--- src/rtl/ep0_seq_pkg.sv ---
package ep0_seq_pkg;

    localparam int REG_W       = 8;
    localparam int B_RX_RDY    = 0;
    localparam int B_TX_RDY    = 1;
    localparam int B_STALL_SNT = 2;
    localparam int B_DATA_END  = 3;
    localparam int B_EARLY     = 4;
    localparam int B_STALL_REQ = 5;
    localparam int B_CLR_RX    = 6;
    localparam int B_CLR_EARLY = 7;

    typedef enum logic [1:0] {
        PH_IDLE     = 2'd0,
        PH_HOLD_RX  = 2'd1,
        PH_ARMED_TX = 2'd2,
        PH_STALL    = 2'd3
    } phase_e;

    typedef struct packed {
        logic set_tx;
        logic set_dend;
        logic set_stall;
        logic clr_rx;
        logic clr_early;
        logic clr_stall_sent;
    } sw_cmd_t;

endpackage

--- src/rtl/ep0_cmd_decode.sv ---
module ep0_cmd_decode
    import ep0_seq_pkg::*;
#(
    parameter int W = REG_W
) (
    input  logic         wr,
    input  logic [W-1:0] wdata,
    output sw_cmd_t      cmd
);

    always_comb begin
        cmd.set_tx         = wr &  wdata[B_TX_RDY];
        cmd.set_dend       = wr &  wdata[B_DATA_END];
        cmd.set_stall      = wr &  wdata[B_STALL_REQ];
        cmd.clr_rx         = wr &  wdata[B_CLR_RX];
        cmd.clr_early      = wr &  wdata[B_CLR_EARLY];
        cmd.clr_stall_sent = wr & ~wdata[B_STALL_SNT];
    end

endmodule

--- src/rtl/ep0_phase_fsm.sv ---
module ep0_phase_fsm
    import ep0_seq_pkg::*;
(
    input  logic    clk,
    input  logic    rst_n,
    input  logic    usb_en,
    input  logic    ev_rx_pkt,
    input  logic    ev_tx_sent,
    input  logic    ev_stall_sent,
    input  logic    ev_xfer_end,
    input  sw_cmd_t cmd,
    output logic    rx_ready,
    output logic    tx_ready,
    output logic    stall_req,
    output logic    rx_got,
    output logic    tx_done,
    output logic    stall_done
);

    phase_e phase, phase_nxt;

    // Next-state: bus events are examined before software commands.
    always_comb begin
        phase_nxt  = phase;
        rx_got     = 1'b0;
        tx_done    = 1'b0;
        stall_done = 1'b0;
        if (ev_xfer_end) begin
            phase_nxt = PH_IDLE;
        end else begin
            unique case (phase)
                PH_IDLE: begin
                    if (ev_rx_pkt) begin
                        phase_nxt = PH_HOLD_RX;
                        rx_got    = 1'b1;
                    end else if (cmd.set_stall) begin
                        phase_nxt = PH_STALL;
                    end else if (cmd.set_tx) begin
                        phase_nxt = PH_ARMED_TX;
                    end
                end
                PH_HOLD_RX: begin
                    if (cmd.set_stall)   phase_nxt = PH_STALL;
                    else if (cmd.clr_rx) phase_nxt = PH_IDLE;
                end
                PH_ARMED_TX: begin
                    if (ev_tx_sent) begin
                        phase_nxt = PH_IDLE;
                        tx_done   = 1'b1;
                    end else if (cmd.set_stall) begin
                        phase_nxt = PH_STALL;
                    end
                end
                PH_STALL: begin
                    if (ev_stall_sent) begin
                        phase_nxt  = PH_IDLE;
                        stall_done = 1'b1;
                    end
                end
            endcase
        end
    end

    always_ff @(posedge clk or negedge rst_n) begin
        if (!rst_n)       phase <= PH_IDLE;
        else if (!usb_en) phase <= PH_IDLE;
        else              phase <= phase_nxt;
    end

    always_comb begin
        rx_ready  = (phase == PH_HOLD_RX);
        tx_ready  = (phase == PH_ARMED_TX);
        stall_req = (phase == PH_STALL);
    end

    a_r4_sent_returns_idle: assert property (@(posedge clk) disable iff (!rst_n)
        (usb_en && phase == PH_ARMED_TX && ev_tx_sent) |=> phase == PH_IDLE);

    a_r8_end_forces_idle: assert property (@(posedge clk) disable iff (!rst_n)
        (usb_en && ev_xfer_end) |=> phase == PH_IDLE);

    a_r11_rx_beats_sw: assert property (@(posedge clk) disable iff (!rst_n)
        (usb_en && phase == PH_IDLE && ev_rx_pkt && !ev_xfer_end) |=> phase == PH_HOLD_RX);

endmodule

--- src/rtl/ep0_flag_regs.sv ---
module ep0_flag_regs
    import ep0_seq_pkg::*;
(
    input  logic    clk,
    input  logic    rst_n,
    input  logic    usb_en,
    input  logic    ev_xfer_end,
    input  sw_cmd_t cmd,
    input  logic    rx_got,
    input  logic    tx_done,
    input  logic    stall_done,
    output logic    stall_sent,
    output logic    data_end,
    output logic    early_end,
    output logic    irq,
    output logic    fifo_flush
);

    logic early_hit;
    assign early_hit = ev_xfer_end & ~data_end;

    always_ff @(posedge clk or negedge rst_n) begin
        if (!rst_n) begin
            stall_sent <= 1'b0;
            data_end   <= 1'b0;
            early_end  <= 1'b0;
            irq        <= 1'b0;
            fifo_flush <= 1'b0;
        end else if (!usb_en) begin
            stall_sent <= 1'b0;
            data_end   <= 1'b0;
            early_end  <= 1'b0;
            irq        <= 1'b0;
            fifo_flush <= 1'b0;
        end else begin
            if (stall_done)              stall_sent <= 1'b1;
            else if (cmd.clr_stall_sent) stall_sent <= 1'b0;
            if (ev_xfer_end)             data_end   <= 1'b0;
            else if (cmd.set_dend)       data_end   <= 1'b1;
            if (early_hit)               early_end  <= 1'b1;
            else if (cmd.clr_early)      early_end  <= 1'b0;
            irq        <= rx_got | tx_done | stall_done | early_hit;
            fifo_flush <= early_hit;
        end
    end

    a_r6_stall_sent_sticky: assert property (@(posedge clk) disable iff (!rst_n)
        (usb_en && stall_sent && !cmd.clr_stall_sent) |=> stall_sent);

    a_r9_early_sticky: assert property (@(posedge clk) disable iff (!rst_n)
        (usb_en && early_end && !cmd.clr_early) |=> early_end);

    a_r7_end_clears_dend: assert property (@(posedge clk) disable iff (!rst_n)
        (usb_en && ev_xfer_end) |=> !data_end);

endmodule

--- src/rtl/ep0_status_seq.sv ---
module ep0_status_seq
    import ep0_seq_pkg::*;
#(
    parameter int W = REG_W
) (
    input  logic         clk,
    input  logic         rst_n,
    input  logic         usb_en,
    input  logic         ev_rx_pkt,
    input  logic         ev_tx_sent,
    input  logic         ev_stall_sent,
    input  logic         ev_xfer_end,
    input  logic         sw_wr,
    input  logic [W-1:0] sw_wdata,
    output logic [W-1:0] sw_rdata,
    output logic         rx_ready,
    output logic         tx_ready,
    output logic         stall_req,
    output logic         stall_sent,
    output logic         data_end,
    output logic         early_end,
    output logic         irq,
    output logic         fifo_flush
);

    sw_cmd_t cmd;
    logic    rx_got, tx_done, stall_done;

    ep0_cmd_decode #(.W(W)) u_dec (
        .wr    (sw_wr),
        .wdata (sw_wdata),
        .cmd   (cmd)
    );

    ep0_phase_fsm u_fsm (
        .clk           (clk),
        .rst_n         (rst_n),
        .usb_en        (usb_en),
        .ev_rx_pkt     (ev_rx_pkt),
        .ev_tx_sent    (ev_tx_sent),
        .ev_stall_sent (ev_stall_sent),
        .ev_xfer_end   (ev_xfer_end),
        .cmd           (cmd),
        .rx_ready      (rx_ready),
        .tx_ready      (tx_ready),
        .stall_req     (stall_req),
        .rx_got        (rx_got),
        .tx_done       (tx_done),
        .stall_done    (stall_done)
    );

    ep0_flag_regs u_flags (
        .clk         (clk),
        .rst_n       (rst_n),
        .usb_en      (usb_en),
        .ev_xfer_end (ev_xfer_end),
        .cmd         (cmd),
        .rx_got      (rx_got),
        .tx_done     (tx_done),
        .stall_done  (stall_done),
        .stall_sent  (stall_sent),
        .data_end    (data_end),
        .early_end   (early_end),
        .irq         (irq),
        .fifo_flush  (fifo_flush)
    );

    // Command bits (6, 7) and unused upper bits read back as zero.
    always_comb begin
        sw_rdata              = '0;
        sw_rdata[B_RX_RDY]    = rx_ready;
        sw_rdata[B_TX_RDY]    = tx_ready;
        sw_rdata[B_STALL_SNT] = stall_sent;
        sw_rdata[B_DATA_END]  = data_end;
        sw_rdata[B_EARLY]     = early_end;
        sw_rdata[B_STALL_REQ] = stall_req;
    end

    a_r12_disable_zeroes: assert property (@(posedge clk) disable iff (!rst_n)
        !usb_en |=> (sw_rdata == '0 && !irq && !fifo_flush));

    a_r5_stall_handshake: assert property (@(posedge clk) disable iff (!rst_n)
        (usb_en && stall_req && ev_stall_sent && !ev_xfer_end) |=> (stall_sent && !stall_req && irq));

    a_r2_rx_raises_irq: assert property (@(posedge clk) disable iff (!rst_n)
        (usb_en && !rx_ready && !tx_ready && !stall_req && ev_rx_pkt && !ev_xfer_end)
        |=> (rx_ready && irq));

endmodule

--- config.mk ---
export PLATFORM = sky130hd
export DESIGN_NAME = ep0_status_seq
export DESIGN_NICKNAME = d
export VERILOG_FILES = /design/src/rtl/ep0_seq_pkg.sv /design/src/rtl/ep0_cmd_decode.sv /design/src/rtl/ep0_phase_fsm.sv /design/src/rtl/ep0_flag_regs.sv /design/src/rtl/ep0_status_seq.sv
export SDC_FILE = /design/constraint.sdc
export NUM_CORES = 1
export LEC_CHECK = 0
export BUFFER_PORTS_ARGS = -buffer_cell sky130_fd_sc_hd__buf_4
export CAP_MARGIN = 20
export CORE_MARGIN = 3
export CORE_UTILIZATION = 40
export DETAILED_ROUTE_END_ITERATION = 12
export PLACE_DENSITY = 0.86
export REMOVE_ABC_BUFFERS = 1
export SLEW_MARGIN = 5
export SYNTH_ARGS = -nofsm -noshare
export SYNTH_HDL_FRONTEND = slang
export SYNTH_HIERARCHICAL = 1
export SYNTH_SLANG_ARGS = --single-unit
export TNS_END_PERCENT = 50
--- constraint.sdc ---
create_clock -name clk -period 4.29 [get_ports clk]
set_input_delay 0.6435 -clock clk [delete_from_list [all_inputs] [get_ports clk]]
set_output_delay 0.6435 -clock clk [all_outputs]
set_load 0.005 [all_outputs]
# After elaboration in Yosys (flattened, before gate mapping)

Cells that the tools add are included.

Flip-flop bits (word level): 7
Bits of input ports: 16
Output and inout bits: 16
Word-level logic and storage cells: 61

Equal/unequal tests: 10
Muxes and demuxes: 31
Bitwise gates (word level): 12
Reductions and logical operators: 2

Operator list:

| kind                                                                     | number |
|---|---|
| 1-bit 2-to-1 mux                                                         | 20 |
| 2-bit 2-to-1 mux                                                         | 10 |
| 3-bit by 1-bit inequality test with 1-bit output (second input constant) | 3 |
| 2-bit one-hot mux with 4 select lines                                    | 1 |
| 1-bit AND                                                                | 7 |
| 6-bit inequality test (second input constant)                            | 1 |
| 5-bit by 3-bit inequality test with 1-bit output (second input constant) | 1 |
| 5-bit by 4-bit inequality test with 1-bit output (second input constant) | 1 |
| 2-bit equality test (second input constant)                              | 2 |
| 4-bit inequality test (second input constant)                            | 1 |
| 4-bit AND reduction                                                      | 1 |
| 1-bit OR                                                                 | 3 |
| 2-bit by 1-bit equality test with 1-bit output (second input constant)   | 1 |
| 2-bit logical NOT                                                        | 1 |
| 1-bit inverter                                                           | 2 |

# Logic depth before layout (Yosys ltp)

Gate-level depths: netlist (run 1).

Depth after elaboration: 7
Gate-level depth with buffers: 5
Gate-level depth less buffers: 5

# Hierarchy

The synthesis (run 1) kept the hierarchy.

Modules (own cells, without submodules):

| module         | times used | cells each | area an instance (um^2) | seq. area each (um^2) |
|---|---|---|---|---|
| ep0_phase_fsm  | 1          | 29         | 236.5                   | 50.0 |
| ep0_flag_regs  | 1          | 14         | 196.4                   | 125.1 |
| ep0_status_seq | 1          | 9          | 63.8                    | 0.0 |
| ep0_cmd_decode | 1          | 6          | 46.3                    | 0.0 |

# Least setup slack after synthesis (run 1)

OpenSTA, ideal clock, no wires.

Kind: reg2out
Start point: register u_fsm.phase[0]
End point: output port sw_rdata[0]
Arrival: 0.813 ns
Data required time: 3.647 ns
Setup slack: 2.834 ns
Stages on the path, launching flop included: 4
Path buffers: 2
Path through: dfrtp_1 > buf_6 > and2b_2 > buf_4

Longest elaborated chain between the ends: 1

Ends and longest elaborated chain:

| what                                           | line                 | text |
|---|---|---|
| start, declared                                | ep0_phase_fsm.sv:20  | `phase_e phase, phase_nxt;` |
| start signal, assigned                         | ep0_phase_fsm.sv:67  | `else phase <= phase_nxt;` |
| 2-bit by 1-bit equality test with 1-bit output | ep0_phase_fsm.sv:71  | `rx_ready = (phase == PH_HOLD_RX);` |
| end, declared                                  | ep0_status_seq.sv:15 | `output logic [W-1:0] sw_rdata,` |

No other way between the ends.

# Worst setup path after layout (run 1)

Start point: register u_fsm.phase[1]
End point: output port rx_ready

Longest elaborated chain between the ends: 1

Ends and longest elaborated chain:

| what                                           | line                 | text |
|---|---|---|
| 2-bit by 1-bit equality test with 1-bit output | ep0_phase_fsm.sv:71  |  |
| end, declared                                  | ep0_status_seq.sv:16 | `output logic rx_ready,` |

No other way between the ends.

==> out/metrics.csv, run 1 <==
stage,metric,value,unit
setup_path,CP max FO,10,
layout,"Area growth, synth to finish",30.9,%
setup_path,flop-to-flop setup slack,2.85,ns
clock_network,clock-pin slew on the worst setup and hold paths,0.06,ns
logic_synthesis,post-synthesis cell type count,28,
pwr,sw frac,0.247,
logic_synthesis,Mapped Avg Cell Area,9.36,sq um
die,CORE AREA,1190,sq um
setup_path,critical path arrival,1.11,ns
sta,Final Skew,0.00923,ns
global_routing,GR Util met3,0.0466,
sta,FMAX,571,MHz
logic_synthesis,Post-Synth XOR/XNOR Area,0,
clock_network,Post-CTS Setup Repair Bufs,0,
placed_design,number of port buffers,27,
die,chip height,42.8,um
setup_path,Worst EP required,3.65,ns
global_routing,antenna violations before repair,0,
global_routing,All-Layer GR Usage,0.124,
placed_design,placed cell areas,684,sq um
clock_network,maximum buffer depth of the clock tree,2,
placed_design,pre-CTS WS,2.68,ns
clock_network,CTS tree,done,
die,floorplan row count,12,
logic_synthesis,mux share of post-synthesis cell area,0,
clock_network,clk_lat worst skew,0.25,ns
setup_path,startpoint types,flop,
layout,fin util,0.599,
logic_synthesis,most frequent cell after synthesis,buf_4,
die,Die ar.,1840,sq um
clock_network,Num CTS Buffers,3,
die,Die Wd,42.8,um
pwr,combinational cell fraction of total power,0.224,
logic_synthesis,sequential fraction of the synthesis area,0.323,
global_routing,Overflow after GRT,0,
layout,area of the multi-input gates,285,sq um
layout,fin nets,97,
status,status,completed,
flow_run,max-cap violations,0,
global_routing,gr busiest metal,met2,
sta,worst hold slack,0.188,ns
sta,crit share post-route,0.408,
logic_synthesis,"Async S/R FF share, synth",1.00,
pwr,internal cell power,129,uW
global_routing,vias in the first global route,441,
global_routing,first-pass GRT wire length,1.77,mm
pwr,Psw,42.5,uW
global_routing,pin count of the biggest net entering global routing,12,
die,Initial Util,0.458,
logic_synthesis,Syn. warnings,6,
logic_synthesis,cell taking the most area after synthesis,dfrtp_1,
pwr,leakage,0.000365,uW
drt,initial drt markers,5,
placed_design,HPWL Detailed,839,um
clock_network,number of gates resized after CTS,0,
logic_synthesis,Simple-Gate Fraction of Synth Area,0.385,
global_routing,met2 Track Usage GR,0.192,
logic_synthesis,top_reg_cell synth,dfrtp_1,
logic_synthesis,top-area cell type share of the netlist area,0.323,
drt,routed len/inst,11.4,um
logic_synthesis,Post-synth top cells,"8 x buf_4, 7 x and2_2, 7 x dfrtp_1",
pwr,Max IR drop VDD,0.000143,V
die,Ports,32,
sta,setup slack after layout,2.54,ns
logic_synthesis,post-synthesis cell area,543,sq um
layout,diode count,0,
sta,# setup viols final,0,
sta,RSZ-0062 raised after global routing,false,
pwr,Sequential Power Share,0.427,
logic_synthesis,Cells after Synth,58,
layout,fillers,104,
drt,via count,468,
clock_network,"Hold-fix buffers, CTS",0,
logic_synthesis,Synth Area in Compound Gates,0.127,
drt,DR DRC count,0,
layout,sequential cell area,175,sq um
pwr,PwrDens,242,nW/um^2
logic_synthesis,Seq cells post-synth,7,
clock_network,H-tree depth,1,
global_routing,met1 GRT Util,0.152,
sta,max-slew violations,0,
sta,Fin Setup TNS,0,ns
drt,Routed WL,1.07,mm
sta,Final min period,1.75,ns
layout,ratio of cells with drive above 1 in the final layout,0.550,
sta,final hold viol count,0,
logic_synthesis,largest family of logic cells by synthesized area,simple AND/OR/NAND/NOR gates,
drt,drt first pass iters,3,
layout,Finished Cell Area,711,sq um
worst_hold_path,Hold WC Path Type,in2async,
logic_synthesis,"top cells by area, synth","dfrtp_1 32%, buf_4 11%, and2_2 9.7%, and2b_2 6.5%, buf_6 4.1%",
clock_network,CTS Sinks,7,
logic_synthesis,number of flops mapped to enable cells by yosys,0,
placed_design,GPL Wtd Cong,0.749,
setup_path,CP Capture Type,primary output,
clock_network,clk root buf,clkbuf_4,
setup_path,kind of critical path,reg2out,
drt,Via density,4.98,
pwr,Clock Power Share,0.349,
drt,number of routed nets with antenna violations,0,
logic_synthesis,adder-cell area share of the yosys netlist,0,
-- final cells by class --
type / instances / area share
Clock buffer: 4 / 0.0370
Timing Repair Buffer: 27 / 0.285
Inverter: 1 / 0.00528
Tap cell: 14 / 0.0246
Sequential cell: 7 / 0.246
Multi-Input combinational cell: 41 / 0.401
-- registers in the layout (all words and copies together) (netlist names) --
| register | cells |
|---|---|
| u_flags/early_end | 1 |
| u_flags/fifo_flush | 1 |
| u_flags/stall_sent | 1 |
| u_fsm/phase | 2 |
| u_flags/irq | 1 |
| u_flags/data_end | 1 |
-- worst paths after layout --
path	startpoint	end	cells after the start
worst max-delay path	u_fsm/phase[1]	rx_ready	2
max in group asynchronous	rst_n	u_fsm/phase[1]	1
min in group clk	ev_xfer_end	u_flags/data_end	2
worst min-delay path	rst_n	u_flags/early_end	1
worst min register to register	u_flags/data_end	u_flags/data_end	2
worst max register to register	u_fsm/phase[1]	u_flags/irq	3
-- power groups by stage --
stage | clock [uW] | sequential, uW | combinational [uW]
after floorplan | 0 | 74.0 | 15.9
after global placement | 0 | 74.3 | 38.0
after detailed placement | 0 | 74.2 | 38.8
after CTS | 60.5 | 73.3 | 38.8
after global routing | 65.7 | 73.9 | 42.7
final | 60.0 | 73.3 | 38.5
-- per-layer routing --
metal  vias up  wire [um]
li1        228          -
met3         4        131
met5         -          0
met4         0         27
met2        28        455
met1       208        454
-- per-stage QoR --
stage	total power, uW	cells
2_1_floorplan	89.9	49
3_3_place_gp	112	90
3_5_place_dp	113	90
4_1_cts	173	94
5_1_grt	182	94
6_report	172	94
-- cells in the final DEF, fill, tap and decap left out --
cell type	netlist	layout
buf_4	8	27
and2_2	7	7
dfrtp_1	7	7
and2b_2	4	4
clkbuf_4	0	3
nor2b_1	3	3
nor2_1	3	3
conb_1	1	2
o21a_1	2	2
nor3_1	2	2
or2b_2	2	2
clkbuf_1	0	1
nor2b_4	1	1
o41a_1	1	1
nor3b_1	1	1
and3b_1	1	1
nand2_1	1	1
nor4b_1	1	1
o22ai_1	1	1
o21ai_0	1	1
nand3_1	1	1
o211ai_1	1	1
a22oi_1	1	1
inv_1	1	1
or2b_1	1	1
or3b_1	1	1
a21oi_1	1	1
a31oi_1	1	1
o21ai_1	1	1
-- cells by family (layout without fill, tap and decap cells) --
kind of cell,Yosys count,in the layout
simple gates,29,29
buf+inv,11,32
other cells,1,2
flops,7,7
compound gates,10,10
-- worst max-delay path, stage by stage, from the launching register on --
cell and delay (ns):
dfrtp_1 0.48, and2b_2 0.26, buf_4 0.13
Power figures use the tool's default switching activity.
==> run 2: changes to the inputs <==
--- a/config.mk
+++ b/config.mk
@@ -8,9 +8,9 @@
 export BUFFER_PORTS_ARGS = -buffer_cell sky130_fd_sc_hd__buf_4
 export CAP_MARGIN = 20
 export CORE_MARGIN = 3
-export CORE_UTILIZATION = 40
+export CORE_UTILIZATION = 37
 export DETAILED_ROUTE_END_ITERATION = 12
-export PLACE_DENSITY = 0.86
+export PLACE_DENSITY = 0.84
 export REMOVE_ABC_BUFFERS = 1
 export SLEW_MARGIN = 5
 export SYNTH_ARGS = -nofsm -noshare
==> constraint.sdc (replaced) <==
create_clock -name clk -period 1.4 [get_ports clk]
set_input_delay 0.21 -clock clk [delete_from_list [all_inputs] [get_ports clk]]
set_output_delay 0.21 -clock clk [all_outputs]
set_load 0.005 [all_outputs]
==> out/metrics.csv, run 2 (synthesis gave the netlist of run 1 again) <==
stage,metric,value,unit,change
status,status,completed,,unchanged
sta,max-slew violations,0,,unchanged
sta,FMAX,751,MHz,
clock_network,H-tree depth,1,,unchanged
pwr,Max IR drop VDD,0.000397,V,was 0.000143 V
drt,via count,472,,was 468
clock_network,CTS tree,done,,unchanged
drt,routed len/inst,10.4,um,was 11.4 um
placed_design,GPL Wtd Cong,0.827,,was 0.749
die,Initial Util,0.407,,was 0.458
global_routing,All-Layer GR Usage,0.117,,was 0.124
sta,crit share post-route,0.951,,
die,Die Wd,44.3,um,was 42.8 um
layout,fillers,120,,was 104
drt,DR DRC count,0,,unchanged
sta,final hold viol count,0,,unchanged
sta,worst hold slack,0.165,ns,was 0.188 ns
layout,Largest register FFs,2,,unchanged
clock_network,Post-CTS Setup Repair Bufs,0,,unchanged
layout,fin util,0.555,,was 0.599
placed_design,pre-CTS WS,0.0995,ns,was 2.68 ns
drt,number of routed nets with antenna violations,0,,unchanged
placed_design,HPWL Detailed,853,um,was 839 um
global_routing,antenna violations before repair,0,,unchanged
pwr,PwrDens,717,nW/um^2,was 242 nW/um^2
drt,initial drt markers,7,,was 5
clock_network,maximum buffer depth of the clock tree,2,,unchanged
layout,"Most flops, register",u_fsm/phase,,unchanged
sta,Final min period,1.33,ns,
drt,drt first pass iters,4,,was 3
global_routing,vias in the first global route,433,,was 441
die,chip height,44.3,um,was 42.8 um
setup_path,CP max FO,3,,was 10
layout,ratio of cells with drive above 1 in the final layout,0.566,,was 0.550
setup_path,Worst EP required,1.52,ns,was 3.65 ns
sta,RSZ-0062 raised after global routing,false,,unchanged
sta,# setup viols final,0,,unchanged
setup_path,Critical Path End,u_flags/irq,,was rx_ready
setup_path,CP Capture Type,flop,,was primary output
layout,diode count,0,,unchanged
flow_run,max-cap violations,0,,unchanged
setup_path,Worst Setup SP,u_fsm/phase[1],,unchanged
clock_network,CTS Sinks,7,,unchanged
setup_path,r2r endpoint,u_flags/irq,,unchanged
pwr,Power Total,531,uW,was 172 uW
setup_path,startpoint types,flop,,unchanged
setup_path,worst-case reg-to-reg path depth,3,,unchanged
global_routing,first-pass GRT wire length,1.75,mm,was 1.77 mm
setup_path,flop-to-flop setup slack,0.07,ns,was 2.85 ns
layout,"commonest non-fill, non-tap cells in the layout","29 x buf_4, 7 x and2_2, 7 x dfrtp_1",,"was 27 x buf_4, 7 x and2_2, 7 x dfrtp_1"
sta,Fin Setup TNS,0,ns,unchanged
die,CORE AREA,1330,sq um,was 1190 sq um
pwr,leakage,0.000380,uW,was 0.000365 uW
die,floorplan row count,13,,was 12
layout,"most common cell after layout, fill and taps aside",buf_4,,unchanged
clock_network,clk root buf,clkbuf_4,,unchanged
setup_path,reg-to-reg startpoint,u_fsm/phase[1],,unchanged
drt,Routed WL,1.02,mm,was 1.07 mm
layout,"Area growth, synth to finish",36.4,%,was 30.9%
placed_design,number of port buffers,27,,unchanged
die,Ports,32,,unchanged
sta,setup slack after layout,0.0688,ns,was 2.54 ns
global_routing,Overflow after GRT,0,,unchanged
global_routing,pin count of the biggest net entering global routing,11,,was 12
setup_path,kind of critical path,reg2reg,,was reg2out
sta,Final Skew,0.0103,ns,was 0.00923 ns
clock_network,clock-pin slew on the worst setup and hold paths,0.06,ns,about the same
drt,Via density,4.82,,was 4.98
setup_path,critical path arrival,1.45,ns,was 1.11 ns
die,Die ar.,1960,sq um,was 1840 sq um
clock_network,Num CTS Buffers,3,,unchanged
worst_hold_path,Hold WC Path Type,in2reg,,was in2async
layout,fin nets,100,,was 97
clock_network,clk_lat worst skew,0.25,ns,about the same
-- run 2: changes by cell type in the layout (fill, tap and decap cells not counted) --
| cell | previous run | this run |
|---|---|---|
| a21oi_2 | 0 | 1 |
| a21oi_1 | 1 | 0 |
| buf_4 | 27 | 29 |
| dlygate4sd3_1 | 0 | 1 |
-- run 2: per-stage QoR --
step                      instance area, sq um  std cells
after floorplan                            464         49
after global placement                     701         93
after detailed placement                   701         93
after CTS                                  737         98
after global routing                       741         98
final                                      741         98
-- run 2: final cells by class --
type                    instances  area [sq um]  share of cell area
repair buffers                 30           228               0.307
well taps                      15          18.8              0.0253
flip-flops and latches          7           175               0.236
multi-input cells              41           289               0.390
clock buffers                   4          26.3              0.0355
inverters                       1          3.75             0.00507
-- run 2: repair_timing --
item / CTS / global route
gates resized for setup: 0 / 1
hold endpoints to repair: 7 / 0
hold buffers: 1 / 0
setup endpoints to repair: 0 / 1
-- run 2: worst min-delay path by stage --
stage	slack, ns	from	to	cells after the start
final	0.16	ev_xfer_end	u_flags/data_end	2
after floorplan	-0.09	rst_n	u_flags/data_end	0
after global placement	0.02	rst_n	u_flags/early_end	1
after CTS	0.16	ev_xfer_end	u_flags/data_end	2
after detailed placement	0.03	rst_n	u_flags/early_end	1
after global routing	0.18	ev_xfer_end	u_flags/data_end	2
-- run 2: worst max-delay path, stage by stage, from the launching register on --
cell,delay [ns]
dfrtp_1,0.37
and2_2,0.21
and3b_1,0.20
o41a_1,0.42
-- run 2: layer usage --
layer  vias to the layer above  GRT usage  part of all wire
met5                         -          0                 0
met4                         0     0.0361                 0
met3                         0     0.0244              0.11
met2                        24      0.195              0.44
met1                       213      0.150              0.45
li1                        235          -                 -
-- run 2: report_power, final --
group	leakage [uW]	total [uW]	switching, uW	internal [uW]
clock network	0.0000150	182	73.0	109
logic	0.000272	132	50.2	81.3
registers	0.0000930	218	5.44	213
total	0.000380	531	129	403
==> run 3: changes to the inputs <==
--- a/config.mk
+++ b/config.mk
@@ -8,9 +8,10 @@
 export BUFFER_PORTS_ARGS = -buffer_cell sky130_fd_sc_hd__buf_4
 export CAP_MARGIN = 20
 export CORE_MARGIN = 3
-export CORE_UTILIZATION = 37
+export CORE_UTILIZATION = 41
+export CTS_CLUSTER_DIAMETER = 200
 export DETAILED_ROUTE_END_ITERATION = 12
-export PLACE_DENSITY = 0.84
+export PLACE_DENSITY = 0.88
 export REMOVE_ABC_BUFFERS = 1
 export SLEW_MARGIN = 5
 export SYNTH_ARGS = -nofsm -noshare
==> constraint.sdc (replaced) <==
create_clock -name clk -period 1.31 [get_ports clk]
set_input_delay 0.1965 -clock clk [delete_from_list [all_inputs] [get_ports clk]]
set_output_delay 0.1965 -clock clk [all_outputs]
set_load 0.005 [all_outputs]
==> out/metrics.csv, run 3 (synthesis gave the netlist of run 1 again) <==
stage,metric,value,unit,change
status,status,completed,,unchanged
setup_path,Max stage delay on crit path,0.39,ns,was 0.42 ns
clock_network,CTS Sinks,7,,unchanged
layout,"most common cell after layout, fill and taps aside",buf_4,,unchanged
die,CORE AREA,1170,sq um,was 1330 sq um
clock_network,clk_lat worst skew,0.25,ns,about the same
placed_design,pre-CTS WS,0.0166,ns,was 0.0995 ns
clock_network,maximum buffer depth of the clock tree,2,,unchanged
sta,final hold viol count,0,,unchanged
sta,Final min period,1.31,ns,
layout,"Most flops, register",u_fsm/phase,,unchanged
sta,RSZ-0062 raised after global routing,true,,was false
placed_design,GPL Wtd Cong,0.747,,was 0.827
drt,Routed WL,1.13,mm,was 1.02 mm
layout,ratio of cells with drive above 1 in the final layout,0.554,,was 0.566
global_routing,antenna violations before repair,0,,unchanged
layout,fillers,99,,was 120
setup_path,critical path arrival,1.11,ns,was 1.45 ns
placed_design,HPWL Detailed,924,um,was 853 um
setup_path,"Slowest-stage cell, CP",dfrtp_1,,was o41a_1
setup_path,Crit path max-delay family,flip-flops,,was compound AO/OA/AOI/OAI gates
layout,Largest register FFs,2,,unchanged
drt,via count,468,,was 472
die,Initial Util,0.464,,was 0.407
pwr,Psw,141,uW,was 129 uW
drt,initial drt markers,8,,was 7
die,floorplan row count,12,,was 13
flow_run,max-cap violations,0,,unchanged
clock_network,CTS tree,done,,unchanged
setup_path,startpoint types,flop,,unchanged
global_routing,All-Layer GR Usage,0.151,,was 0.117
clock_network,clock-pin slew on the worst setup and hold paths,0.05,ns,was 0.06 ns
pwr,sw frac,0.245,,was 0.242
sta,# setup viols final,0,,unchanged
pwr,Clock Power Share,0.342,,about the same
die,Die Wd,42.4,um,was 44.3 um
pwr,leakage,0.000382,uW,was 0.000380 uW
pwr,combinational cell fraction of total power,0.249,,was 0.248
placed_design,number of port buffers,27,,unchanged
sta,Final Skew,0.000198,ns,was 0.0103 ns
clock_network,Num CTS Buffers,3,,unchanged
layout,fin nets,100,,unchanged
pwr,Power Total,573,uW,was 531 uW
global_routing,first-pass GRT wire length,1.96,mm,was 1.75 mm
global_routing,Overflow after GRT,0,,unchanged
die,Ports,32,,unchanged
drt,number of routed nets with antenna violations,0,,unchanged
layout,diode count,0,,unchanged
setup_path,CP Capture Type,primary output,,was flop
clock_network,H-tree depth,1,,unchanged
drt,routed len/inst,11.7,um,was 10.4 um
pwr,Sequential Power Share,0.409,,was 0.411
setup_path,kind of critical path,reg2out,,was reg2reg
global_routing,pin count of the biggest net entering global routing,11,,unchanged
sta,max-slew violations,0,,unchanged
pwr,PwrDens,770,nW/um^2,was 717 nW/um^2
setup_path,crit-path cells,buf_6 -> and2b_2 -> buf_4,,was and2_2 -> and3b_1 -> o41a_1
setup_path,Worst EP required,1.11,ns,was 1.52 ns
layout,"commonest non-fill, non-tap cells in the layout","27 x buf_4, 7 x dfrtp_1, 6 x and2_2",,"was 29 x buf_4, 7 x and2_2, 7 x dfrtp_1"
setup_path,CP Buf/Inv Count,2,,was 0
sta,setup slack after layout,0.00354,ns,was 0.0688 ns
die,chip height,42.4,um,was 44.3 um
drt,drt first pass iters,2,,was 4
drt,Via density,4.82,,about the same
sta,FMAX,765,MHz,
clock_network,clk root buf,clkbuf_4,,unchanged
die,Die ar.,1800,sq um,was 1960 sq um
global_routing,vias in the first global route,426,,was 433
worst_hold_path,Hold WC Path Type,in2reg,,unchanged
layout,"Area growth, synth to finish",37.1,%,was 36.4%
drt,DR DRC count,0,,unchanged
sta,crit share post-route,0.997,,
setup_path,CP max FO,10,,was 3
pwr,internal cell power,432,uW,was 403 uW
pwr,Max IR drop VDD,0.000458,V,was 0.000397 V
[run 3: cell counts in the layout (fill, tap and decap cells not counted)]
Identical to the previous run, type by type.
[run 3: worst reg2reg max path, delay by kind of cell (launching register included)]
family	cells	cell delay (ns)
AOI/OAI and AO/OA	1	0.42
DFF	1	0.39
and+or+nand+nor	2	0.34
[run 3: worst paths after layout]
check	startpoint	to	slack, ns	cells after the start
setup / recovery	u_fsm/phase[0]	rx_ready	0.004	3
hold / removal	ev_xfer_end	u_flags/data_end	0.15	2
setup reg to reg	u_fsm/phase[1]	u_flags/irq	0.04	3
hold reg to reg	u_flags/data_end	u_flags/data_end	0.63	2
max in group asynchronous	rst_n	u_flags/early_end	0.90	2
min in group asynchronous	rst_n	u_flags/fifo_flush	0.29	2
[run 3: power by group through the flow]
| stage | Sequential, uW | Clock, uW | Combinational (uW) |
|---|---|---|---|
| global placement | 236 | 0 | 137 |
| detailed placement | 237 | 0 | 140 |
| finish | 235 | 196 | 143 |
| global route | 236 | 229 | 159 |
| floorplan | 242 | 0 | 52.0 |
| CTS | 234 | 207 | 144 |
[run 3: cell type report]
| class | count | area [sq um] | share of cell area |
|---|---|---|---|
| Tap cell | 14 | 17.5 | 0.0235 |
| Clock buffer | 4 | 26.3 | 0.0353 |
| Sequential cell | 7 | 175 | 0.235 |
| Timing Repair Buffer | 30 | 235 | 0.316 |
| Inverter | 1 | 3.75 | 0.00504 |
| Multi-Input combinational cell | 41 | 287 | 0.385 |
[run 3: repair_timing]
item,CTS,global route
gates resized for setup,1,2
pin swaps,0,2
hold buffers,1,0
endpoints found under the hold margin,7,0
endpoints found under the setup margin,2,6
setup buffers,0,0
[run 3: metrics by stage]
step	utilization	TNS (ns)	std cells	hold WS (ns)	cell area (sq um)
2_1_floorplan	-	-0.0578	49	-0.0991	464
3_3_place_gp	0.597	0	92	0.0104	699
6_report	0.636	0	97	0.149	744
4_1_cts	0.631	0	97	0.142	739
3_5_place_dp	0.597	0	92	0.0125	699
5_1_grt	0.636	-0.144	97	0.138	744
[run 3: layer usage]
| layer | vias to the layer above | global-route usage | routed length (um) |
|---|---|---|---|
| met4 | 0 | 0.0932 | 23 |
| met1 | 211 | 0.157 | 428 |
| met2 | 18 | 0.246 | 586 |
| li1 | 235 | - | - |
| met5 | - | 0 | 0 |
| met3 | 4 | 0.0687 | 94 |
